$ cat src/rtl/lsm_pkg.sv
package lsm_pkg;

    localparam int SMP_W  = 16;
    localparam int HIST_W = 2 * SMP_W;

    // tap positions into a history where bit k is the bit (k+1) steps back
    localparam int SHORT_TAP_A = 8;
    localparam int SHORT_TAP_B = 4;
    localparam int LONG_TAP_A  = 22;
    localparam int LONG_TAP_B  = 17;

    typedef logic [SMP_W-1:0]  word_t;
    typedef logic [HIST_W-1:0] hist_t;

    typedef enum logic [1:0] {
        MODE_PRBS_SHORT = 2'd0,
        MODE_PRBS_LONG  = 2'd1,
        MODE_PAT_FIXED  = 2'd2,
        MODE_PAT_TOGGLE = 2'd3
    } chk_mode_e;

    typedef enum logic {
        ST_HUNT = 1'b0,
        ST_LOCK = 1'b1
    } sync_st_e;

    localparam word_t TOP_BIT = word_t'(1) << (SMP_W - 1);

    function automatic logic is_prbs(input chk_mode_e m);
        return (m == MODE_PRBS_SHORT) || (m == MODE_PRBS_LONG);
    endfunction

    // remove the top-bit inversion so the history holds the plain sequence
    function automatic word_t undo_flip(input chk_mode_e m, input word_t w);
        return is_prbs(m) ? (w ^ TOP_BIT) : w;
    endfunction

    // number of received words needed before a prediction is possible
    function automatic logic [1:0] seed_words(input chk_mode_e m);
        case (m)
            MODE_PRBS_SHORT: return 2'd1;
            MODE_PRBS_LONG:  return 2'd2;
            MODE_PAT_TOGGLE: return 2'd1;
            default:         return 2'd0;
        endcase
    endfunction

    // produce the next SMP_W plain sequence bits from the history;
    // the first produced bit lands in the word's top bit
    function automatic word_t seq_advance(input hist_t h, input logic long_poly);
        hist_t w;
        word_t o;
        logic  nb;
        w = h;
        o = '0;
        for (int i = 0; i < SMP_W; i++) begin
            nb = long_poly ? (w[LONG_TAP_A] ^ w[LONG_TAP_B])
                           : (w[SHORT_TAP_A] ^ w[SHORT_TAP_B]);
            w  = {w[HIST_W-2:0], nb};
            o  = {o[SMP_W-2:0], nb};
        end
        return o;
    endfunction

endpackage

$ cat src/rtl/lsm_expect.sv
module lsm_expect
    import lsm_pkg::*;
(
    input  chk_mode_e  mode,
    input  hist_t      hist,
    input  word_t      pat_word,
    output word_t      exp_word,
    output logic [1:0] need
);

    localparam int N_POLY = 2;

    word_t prbs_w [N_POLY];

    // one predictor per polynomial, both evaluated every cycle
    for (genvar g = 0; g < N_POLY; g++) begin : g_poly
        assign prbs_w[g] = seq_advance(hist, g == 1) ^ TOP_BIT;
    end

    always_comb begin
        case (mode)
            MODE_PRBS_SHORT: exp_word = prbs_w[0];
            MODE_PRBS_LONG:  exp_word = prbs_w[1];
            MODE_PAT_FIXED:  exp_word = pat_word;
            default:         exp_word = (hist[SMP_W-1:0] == pat_word) ? ~pat_word : pat_word;
        endcase
        need = seed_words(mode);
    end

endmodule

$ cat src/rtl/lsm_sync.sv
module lsm_sync
    import lsm_pkg::*;
#(
    parameter int LOCK_RUN = 16,
    parameter int LOSS_RUN = 64
) (
    input  logic       clk,
    input  logic       rst,
    input  logic       flush,
    input  logic       vld,
    input  chk_mode_e  mode,
    input  word_t      data,
    input  word_t      exp_word,
    input  logic [1:0] need,
    output hist_t      hist,
    output logic       locked,
    output logic       miss_evt
);

    localparam int RUN_MAX = (LOCK_RUN > LOSS_RUN) ? LOCK_RUN : LOSS_RUN;
    localparam int RUN_W   = $clog2(RUN_MAX + 1);

    typedef struct packed {
        sync_st_e         st;
        hist_t            hist;
        logic [1:0]       fill;
        logic [RUN_W-1:0] run;
    } sync_t;

    sync_t cur, nxt;
    logic  seeded, same;

    assign seeded   = (cur.fill >= need);
    assign same     = (data == exp_word);
    assign hist     = cur.hist;
    assign locked   = (cur.st == ST_LOCK);
    assign miss_evt = vld && !flush && (cur.st == ST_LOCK) && !same;

    always_comb begin
        nxt = cur;
        if (vld) begin
            if (cur.st == ST_HUNT) begin
                nxt.hist = {cur.hist[SMP_W-1:0], undo_flip(mode, data)};
                if (cur.fill != 2'd2) nxt.fill = cur.fill + 2'd1;
                if (seeded && same) begin
                    if (cur.run == RUN_W'(LOCK_RUN - 1)) begin
                        nxt.st  = ST_LOCK;
                        nxt.run = '0;
                    end else begin
                        nxt.run = cur.run + 1'b1;
                    end
                end else begin
                    nxt.run = '0;
                end
            end else begin
                nxt.hist = {cur.hist[SMP_W-1:0], undo_flip(mode, exp_word)};
                if (same) begin
                    nxt.run = '0;
                end else if (cur.run == RUN_W'(LOSS_RUN - 1)) begin
                    nxt.st   = ST_HUNT;
                    nxt.run  = '0;
                    nxt.fill = 2'd0;
                end else begin
                    nxt.run = cur.run + 1'b1;
                end
            end
        end
    end

    always_ff @(posedge clk) begin
        if (rst || flush) begin
            cur <= '{st: ST_HUNT, hist: '0, fill: 2'd0, run: '0};
        end else begin
            cur <= nxt;
        end
    end

endmodule

$ cat src/rtl/lsm_err.sv
module lsm_err #(
    parameter int CNT_W = 16
) (
    input  logic             clk,
    input  logic             rst,
    input  logic             flush,
    input  logic             clr,
    input  logic             evt,
    output logic             sticky,
    output logic [CNT_W-1:0] count
);

    localparam logic [CNT_W-1:0] CNT_TOP = '1;

    always_ff @(posedge clk) begin
        if (rst || flush || clr) begin
            sticky <= 1'b0;
            count  <= '0;
        end else if (evt) begin
            sticky <= 1'b1;
            if (count != CNT_TOP) count <= count + 1'b1;
        end
    end

endmodule

$ cat src/rtl/link_seq_monitor.sv
module link_seq_monitor
    import lsm_pkg::*;
#(
    parameter int LOCK_RUN = 16,
    parameter int LOSS_RUN = 64,
    parameter int CNT_W    = 16
) (
    input  logic             clk,
    input  logic             rst,
    input  logic [1:0]       mode,
    input  logic [15:0]      pat_word,
    input  logic             err_clr,
    input  logic             smp_valid,
    input  logic [15:0]      smp_data,
    output logic             out_of_sync,
    output logic             err_sticky,
    output logic [CNT_W-1:0] err_count,
    output logic             link_clean
);

    chk_mode_e  mode_e;
    logic [1:0] mode_q;
    logic       mode_chg;
    word_t      exp_word;
    logic [1:0] need;
    hist_t      hist;
    logic       locked;
    logic       miss_evt;

    assign mode_e = chk_mode_e'(mode);

    always_ff @(posedge clk) begin
        mode_q <= mode;
    end

    assign mode_chg = !rst && (mode != mode_q);

    lsm_expect u_expect (
        .mode     (mode_e),
        .hist     (hist),
        .pat_word (pat_word),
        .exp_word (exp_word),
        .need     (need)
    );

    lsm_sync #(
        .LOCK_RUN (LOCK_RUN),
        .LOSS_RUN (LOSS_RUN)
    ) u_sync (
        .clk      (clk),
        .rst      (rst),
        .flush    (mode_chg),
        .vld      (smp_valid),
        .mode     (mode_e),
        .data     (smp_data),
        .exp_word (exp_word),
        .need     (need),
        .hist     (hist),
        .locked   (locked),
        .miss_evt (miss_evt)
    );

    lsm_err #(
        .CNT_W (CNT_W)
    ) u_err (
        .clk    (clk),
        .rst    (rst),
        .flush  (mode_chg),
        .clr    (err_clr),
        .evt    (miss_evt),
        .sticky (err_sticky),
        .count  (err_count)
    );

    assign out_of_sync = !locked;
    assign link_clean  = locked && !err_sticky;

endmodule

$ cat config.mk
export PLATFORM = sky130hd
export DESIGN_NAME = link_seq_monitor
export DESIGN_NICKNAME = d
export VERILOG_FILES = /design/src/rtl/lsm_pkg.sv /design/src/rtl/lsm_expect.sv /design/src/rtl/lsm_sync.sv /design/src/rtl/lsm_err.sv /design/src/rtl/link_seq_monitor.sv
export SDC_FILE = /design/constraint.sdc
export NUM_CORES = 1
export LEC_CHECK = 0
export BUFFER_PORTS_ARGS = -buffer_cell sky130_fd_sc_hd__buf_2
export CAP_MARGIN = 20
export CORE_MARGIN = 10
export CORE_UTILIZATION = 35
export DETAILED_ROUTE_END_ITERATION = 8
export HOLD_SLACK_MARGIN = 0.05
export SLEW_MARGIN = 5
export SYNTH_ARGS = -nofsm -noshare
export SYNTH_HDL_FRONTEND = slang
export SYNTH_SLANG_ARGS = --single-unit
$ cat constraint.sdc
create_clock -name clk -period 3.29 [get_ports clk]
set_input_delay 0.658 -clock clk [delete_from_list [all_inputs] [get_ports clk]]
set_output_delay 0.658 -clock clk [all_outputs]
set_load 0.01 [all_outputs]
**Word-level counts from Yosys, hierarchy flattened**

Index checks and enable logic that the tools add are counted.

- Add/subtract/negate cells: 3
- $lt $le $gt $ge: 1
- Eq/ne operators: 12
- Muxes and demuxes: 17
- Bitwise operators: 37
- Reduce and logical (&&, ||, !) cells: 19

Operator list:

| cell | count |
|---|---|
| $mux 16 | 3 |
| $pmux 16 s3 | 1 |
| $mux 42 | 1 |
| $eq 16x16->1 | 2 |
| $xor 1x1->1 | 32 |
| $mux 7 | 4 |
| $add 16x1->16 const B | 1 |
| $ne 16x16->1 const B | 1 |
| $not 16->16 | 1 |
| $add 7x1->7 const B | 1 |
| $eq 7x4->1 const B | 1 |
| $eq 7x6->1 const B | 1 |
| $logic_and 1x1->1 | 6 |
| $mux 2 | 3 |
| $ne 2x2->1 const B | 3 |
| $logic_not 1->1 | 5 |
| $eq 2x2->1 const B | 2 |
| $mux 1 | 4 |
| $not 1->1 | 4 |
| $pmux 2 s2 | 1 |
| $reduce_and 4->1 | 1 |
| $logic_or 1x1->1 | 3 |
| $add 2x1->2 const B | 1 |
| $eq 2x1->1 const B | 1 |
| other kinds (6) | 6 |

- Flip-flop bits (word level): 52
- Output and inout bits: 19

**Depth between registers and ports, before layout**

- Depth after elaboration: 9
- Gate-level depth with buffers: 16
- Depth with buffers taken out: 12

**By module**

A second synthesis with hierarchy kept.

- Cells, all modules: 506
- Area, all modules: 4404.2 sq um

By module, submodules not included:

| module | times used | cells an instance | area each (sq um) | sequential area each (sq um) |
|---|---|---|---|---|
| lsm_sync | 1 | 258 | 2362.3 | 840.8 |
| lsm_expect | 1 | 145 | 1116.1 | 0.0 |
| lsm_err | 1 | 96 | 855.8 | 340.3 |
| link_seq_monitor | 1 | 7 | 70.1 | 40.0 |

**Least setup slack after synthesis**

No wires, ideal clock.

- Kind: input port to flip-flop
- Start point: in pat_word[0]
- End point: reg u_err.count[1]
- Library setup time: 0.128 ns
- Arrival: 3.379 ns
- Slack: -0.217 ns
- Stages: 15
- Path buffers: 5
- Path through: clkbuf_1 xor2_1 nor4_2 and4_1 buf_4 buf_12 xnor2_2 a211o_1 a2111oi_4 nand4b_4 o211ai_4 buf_6 buf_8 mux2i_1 nor2_1

- Longest elaborated chain between the ends: 7
- Elaborated cells between the ends (all ways): 8
- Those cells by class: 2 x eq/ne; 2 x mux; 1 x bitwise; 3 x reduce/logical

Ends and longest elaborated chain:

| what | RTL line | RTL |
|---|---|---|
| start: declaration | link_seq_monitor.sv:11 | `input logic [15:0] pat_word,` |
| $eq 16x16->1 / $not 16->16 (equally long branches) | lsm_expect.sv:25 | `default: exp_word = (hist[SMP_W-1:0] == pat_word) ? ~pat_word : pat_word;` |
| $mux 16 | lsm_expect.sv:25 |  |
| $pmux 16 s3 * | lsm_expect.sv:21 | `case (mode)` |
| $eq 16x16->1 * | lsm_sync.sv:34 | `assign same = (data == exp_word);` |
| $logic_not 1->1 * | lsm_sync.sv:37 | `assign miss_evt = vld && !flush && (cur.st == ST_LOCK) && !same;` |
| $logic_and 1x1->1 * | lsm_sync.sv:37 |  |
| $reduce_and 2->1 (no source line) * | -- |  |
| end signal: assignment | lsm_err.sv:21 | `if (count != CNT_TOP) count <= count + 1'b1;` |
| end: declaration | lsm_err.sv:10 | `output logic [CNT_W-1:0] count` |

Mark *: on every way between the ends. The rest lies on a longest branch, timed or not.
A chain may end at the register's enable or synchronous reset.

**Worst setup path after layout**

- Start point: in mode[1]
- End point: reg u_err.count[8]

- Longest elaborated chain between the ends: 7
- Elaborated cells between the ends (all ways): 15
- Those cells by class: 4 x eq/ne; 1 x mux; 10 x reduce/logical

Ends and longest elaborated chain:

| what | RTL line | RTL |
|---|---|---|
| start: declaration | link_seq_monitor.sv:10 | `input logic [1:0] mode,` |
| branches (longest 7 deep; another with $pmux 16 s3) | -- |  |

Parallel ways; which one is timed is not known.

==> results.md <==
Floorplan
• initial cell density of the core: 35.9%
• Horiz. Die Dim: 137 um
• vertical die dimension: 137 um
• number of rows in the core area: 42
• count of boundary I/O pins: 57
• CORE AREA: 13,300 um^2
• Total Die Area: 18,700 um^2

Placed design
• Port Buf Inserts: 56
• global placer's final weighted congestion: 0.881
• area after detailed placement: 5810 um^2
• placement-stage worst setup slack: -0.671 ns
• number of instances in the placed design: 885
• HPWL after detailed placement: 12,200 um

Power
• peak supply drop: 198 uV
• part of the power in combinational logic: 30.9%
• internal power consumption: 1.19 mW
• net load switching power: 582 uW
• reported leakage power: 2.58 nW
• Net Sw Frac: 32.9%
• sequential fraction of design power: 36.6%
• post-layout power: 1.77 mW
• total power divided by cell area: 273 nW/um^2
• relative contribution of the clock network to total power: 32.5%

Synth
• multiplexer share of the synthesized area: 7.63%
• FF+latch count, synth: 52
• cell accounting for the most synthesized area: dfxtp_1
• average cell area after synthesis: 7.91 um^2
• summed instance area of the synthesized netlist: 4770 um^2
• number of enable-type register cells in the synthesized netlist: 0
• complex-gate fraction of the synthesized area: 22.1%
• leading post-synthesis cells by cell area: dfxtp_1 22%, mux2i_1 6.9%, xor2_1 5.1%, a21oi_1 4.6%, xnor2_1 4.6%
• sequential-to-total area share from yosys stat: 21.8%
• Synth cell types: 72
• Most used DFF post-synth: dfxtp_1
• xor/xnor cell area share of the yosys netlist: 13.0%
• asr flop ratio synth: 0%
• net count of the mapped netlist: 650
• dominant combinational cell family by area after synthesis: simple AND/OR/NAND/NOR gates
• count of yosys warnings during synthesis: 0
• share of the synthesized area in the top cell type: 21.8%
• basic-gate share of the synthesized area counting and, or, nand and nor cells: 25.1%
• cells after synthesis: 603
• adder and majority cell fraction of the synthesized area: 2.36%

GRT
• total congestion overflow after global routing: 0
• global-route met2 utilization: 29.0%
• wire length of the first global-routing pass: 26,400 um
• initial antenna violation count: 0
• number of global-route vias before repair: 5,051
• met3 routing resource usage after global routing: 3.12%
• largest net degree at the start of global routing: 60
• fraction of met1 tracks used by global routing: 21.8%
• peak-usage layer in the global routing report: met2
• overall track demand over capacity in global routing: 17.4%

Min path
• Worst Hold Class: flop to flop

Layout
• synthesis-to-layout area growth: 36.0%
• Layout Nets: 778
• multi-input gate area in the final layout: 3680 um^2
• share of the core filled with cells: 48.8%
• Post-Layout Cell Count: 908
• Register Area: 1050 um^2
• most common library cell in the layout ignoring fill and taps: buf_4
• most frequent cells in the layout: 108 x buf_4, 57 x nor2_1, 51 x buf_2
• count of filler cells inserted in the layout: 1,294
• final instance area: 6490 um^2
• total inserted antenna cells: 0
• proportion of layout cells with a drive suffix above 1: 34.6%

Timing
• Setup TNS Final: -1.01 ns
• final setup violation count: 19
• Tightest Pin Transition: 0.655 ns
• number of slew-limit violations in the final report: 0
• count of final hold-check violations: 0
• Worst Setup Slack, final: -0.126 ns
• time the worst path needs with I/O delays and setup: 3.42 ns
• Hold Worst Slack: 0.506 ns
• Clock Skews: 0.00999 ns
• achievable clock frequency: 293 MHz
• unrepaired setup endpoints after global routing: true
• period utilization: 104%
• max-slew headroom at the worst pin: 56.4%

Worst setup path
• nature of the critical path endpoint: flop
• data required time at the worst endpoint: 3.53 ns
• type of element launching the critical path: input pin
• Worst EP arrival: 3.66 ns
• slowest cell on the critical path: a222oi_1
• critical path start-end classification: input pin to flop
• highest cell delay on the worst timing path: 0.40 ns
• Critical Path Most Common Cell: buf_4
• series of cell instances along the critical path: buf_8 > inv_4 > ha_4 > buf_6 > a222oi_1 > buf_4 > mux2i_2 > o31ai_4 > a2111oi_2 > buf_4 > a2111oi_4 > nand4b_4 > o211ai_4 > buf_12 > or4_1 > a21oi_1
• worst-path maximum fanout: 26

Route
• average vias per placed instance: 5.59
• routed via count: 5,074
• remaining design rule violation count: 0
• Final Routed Wirelength: 16,500 um
• number of detailed-routing iterations run before antenna repair: 5
• post-DR wirelength/cell: 18.2 um
• number of violations reported at the end of detailed-routing iteration 0: 328
• antenna-violating nets left: 0

Outcome
• violated checks: setup timing
• outcome: complete, but fails checks

Clock tree
• clock sink count: 52
• clock latency on the worst-skew pair: 0.31 ns
• CTS Buf Count: 5
• Clk Tree Root Cell: clkbuf_16
• clk buf depth: 2
• H-tree lvl count: 2
• CTS tree: built
• hold-fix buffers at CTS: 0
• clock-pin slew reported for the worst setup and hold paths after clock tree synthesis: 0.08 ns

Flow run
• Max-cap violations: 0

[cells in the mapped netlist (14+ instances only)]
cell,instances
nor2_1,58
nand3_1,14
dfxtp_1,52
clkbuf_1,33
a21oi_1,44
a211oi_1,16
nor3_1,25
inv_1,19
mux2i_1,33
xnor2_1,25
nand2_1,35
o21ai_0,15
xor2_1,28
[kinds of logic after synthesis]
logic type,Yosys count
adder cells (fa/ha/maj),9
AND/OR/NAND/NOR,220
multiplexers,36
flip-flops,52
AO/OA/AOI/OAI,148
XOR/XNOR,60
buffers and inverters,78
[worst max-delay path: cells and delay by family]
family                   cells  cell delay, ns
AND/OR/NAND/NOR              2            0.55
AO/OA/AOI/OAI                6            1.12
multiplexers                 1            0.27
buffers and inverters        6            0.86
adder cells (fa/ha/maj)      1            0.18
[worst paths after layout]
path             startpoint        endpoint  slack, ns  cells after the start
max                 mode[1]  u_err.count[8]      -0.13                     16
min          u_err.count[5]  u_err.count[5]       0.51                      2
max reg2reg  u_sync.hist[6]  u_err.count[8]      -0.12                     15
min reg2reg  u_err.count[5]  u_err.count[5]       0.51                      2
[power groups by stage]
stage                     clock, mW  combinational [mW]  sequential (mW)
after global routing          0.610               0.588            0.649
final                         0.576               0.548            0.648
after floorplan                   0               0.277            0.659
after CTS                     0.586               0.530            0.648
after global placement            0               0.472            0.662
after detailed placement          0               0.480            0.662
[flip-flops by register name, indices dropped and copies added (netlist names)]
signal / count
u_sync.hist: 23
u_err.count: 16
u_sync.cur: 9
mode_q: 2
u_err.sticky: 1
u_sync.locked: 1
[metal layers]
layer | part of all wire, % | vias to the layer above
li1 | - | 2474
met1 | 43 | 2409
met2 | 48 | 158
met3 | 5.7 | 33
met4 | 3.0 | 0
met5 | 0 | -
[timing repair]
| action | CTS | global route |
|---|---|---|
| setup endpoints to repair | 26 | 27 |
| pin swaps | 7 | 3 |
| setup buffers | 15 | 1 |
| resized for setup | 67 | 19 |
[area by class of cell]
class | count | area share, %
multi-input cells | 473 | 56.7
repair buffers | 178 | 20.1
flip-flops and latches | 52 | 16.1
well taps | 176 | 3.39
clock buffers | 5 | 1.93
inverters | 21 | 1.35
clock inverters | 3 | 0.405
Note: power is estimated with default switching activity, not from simulation.
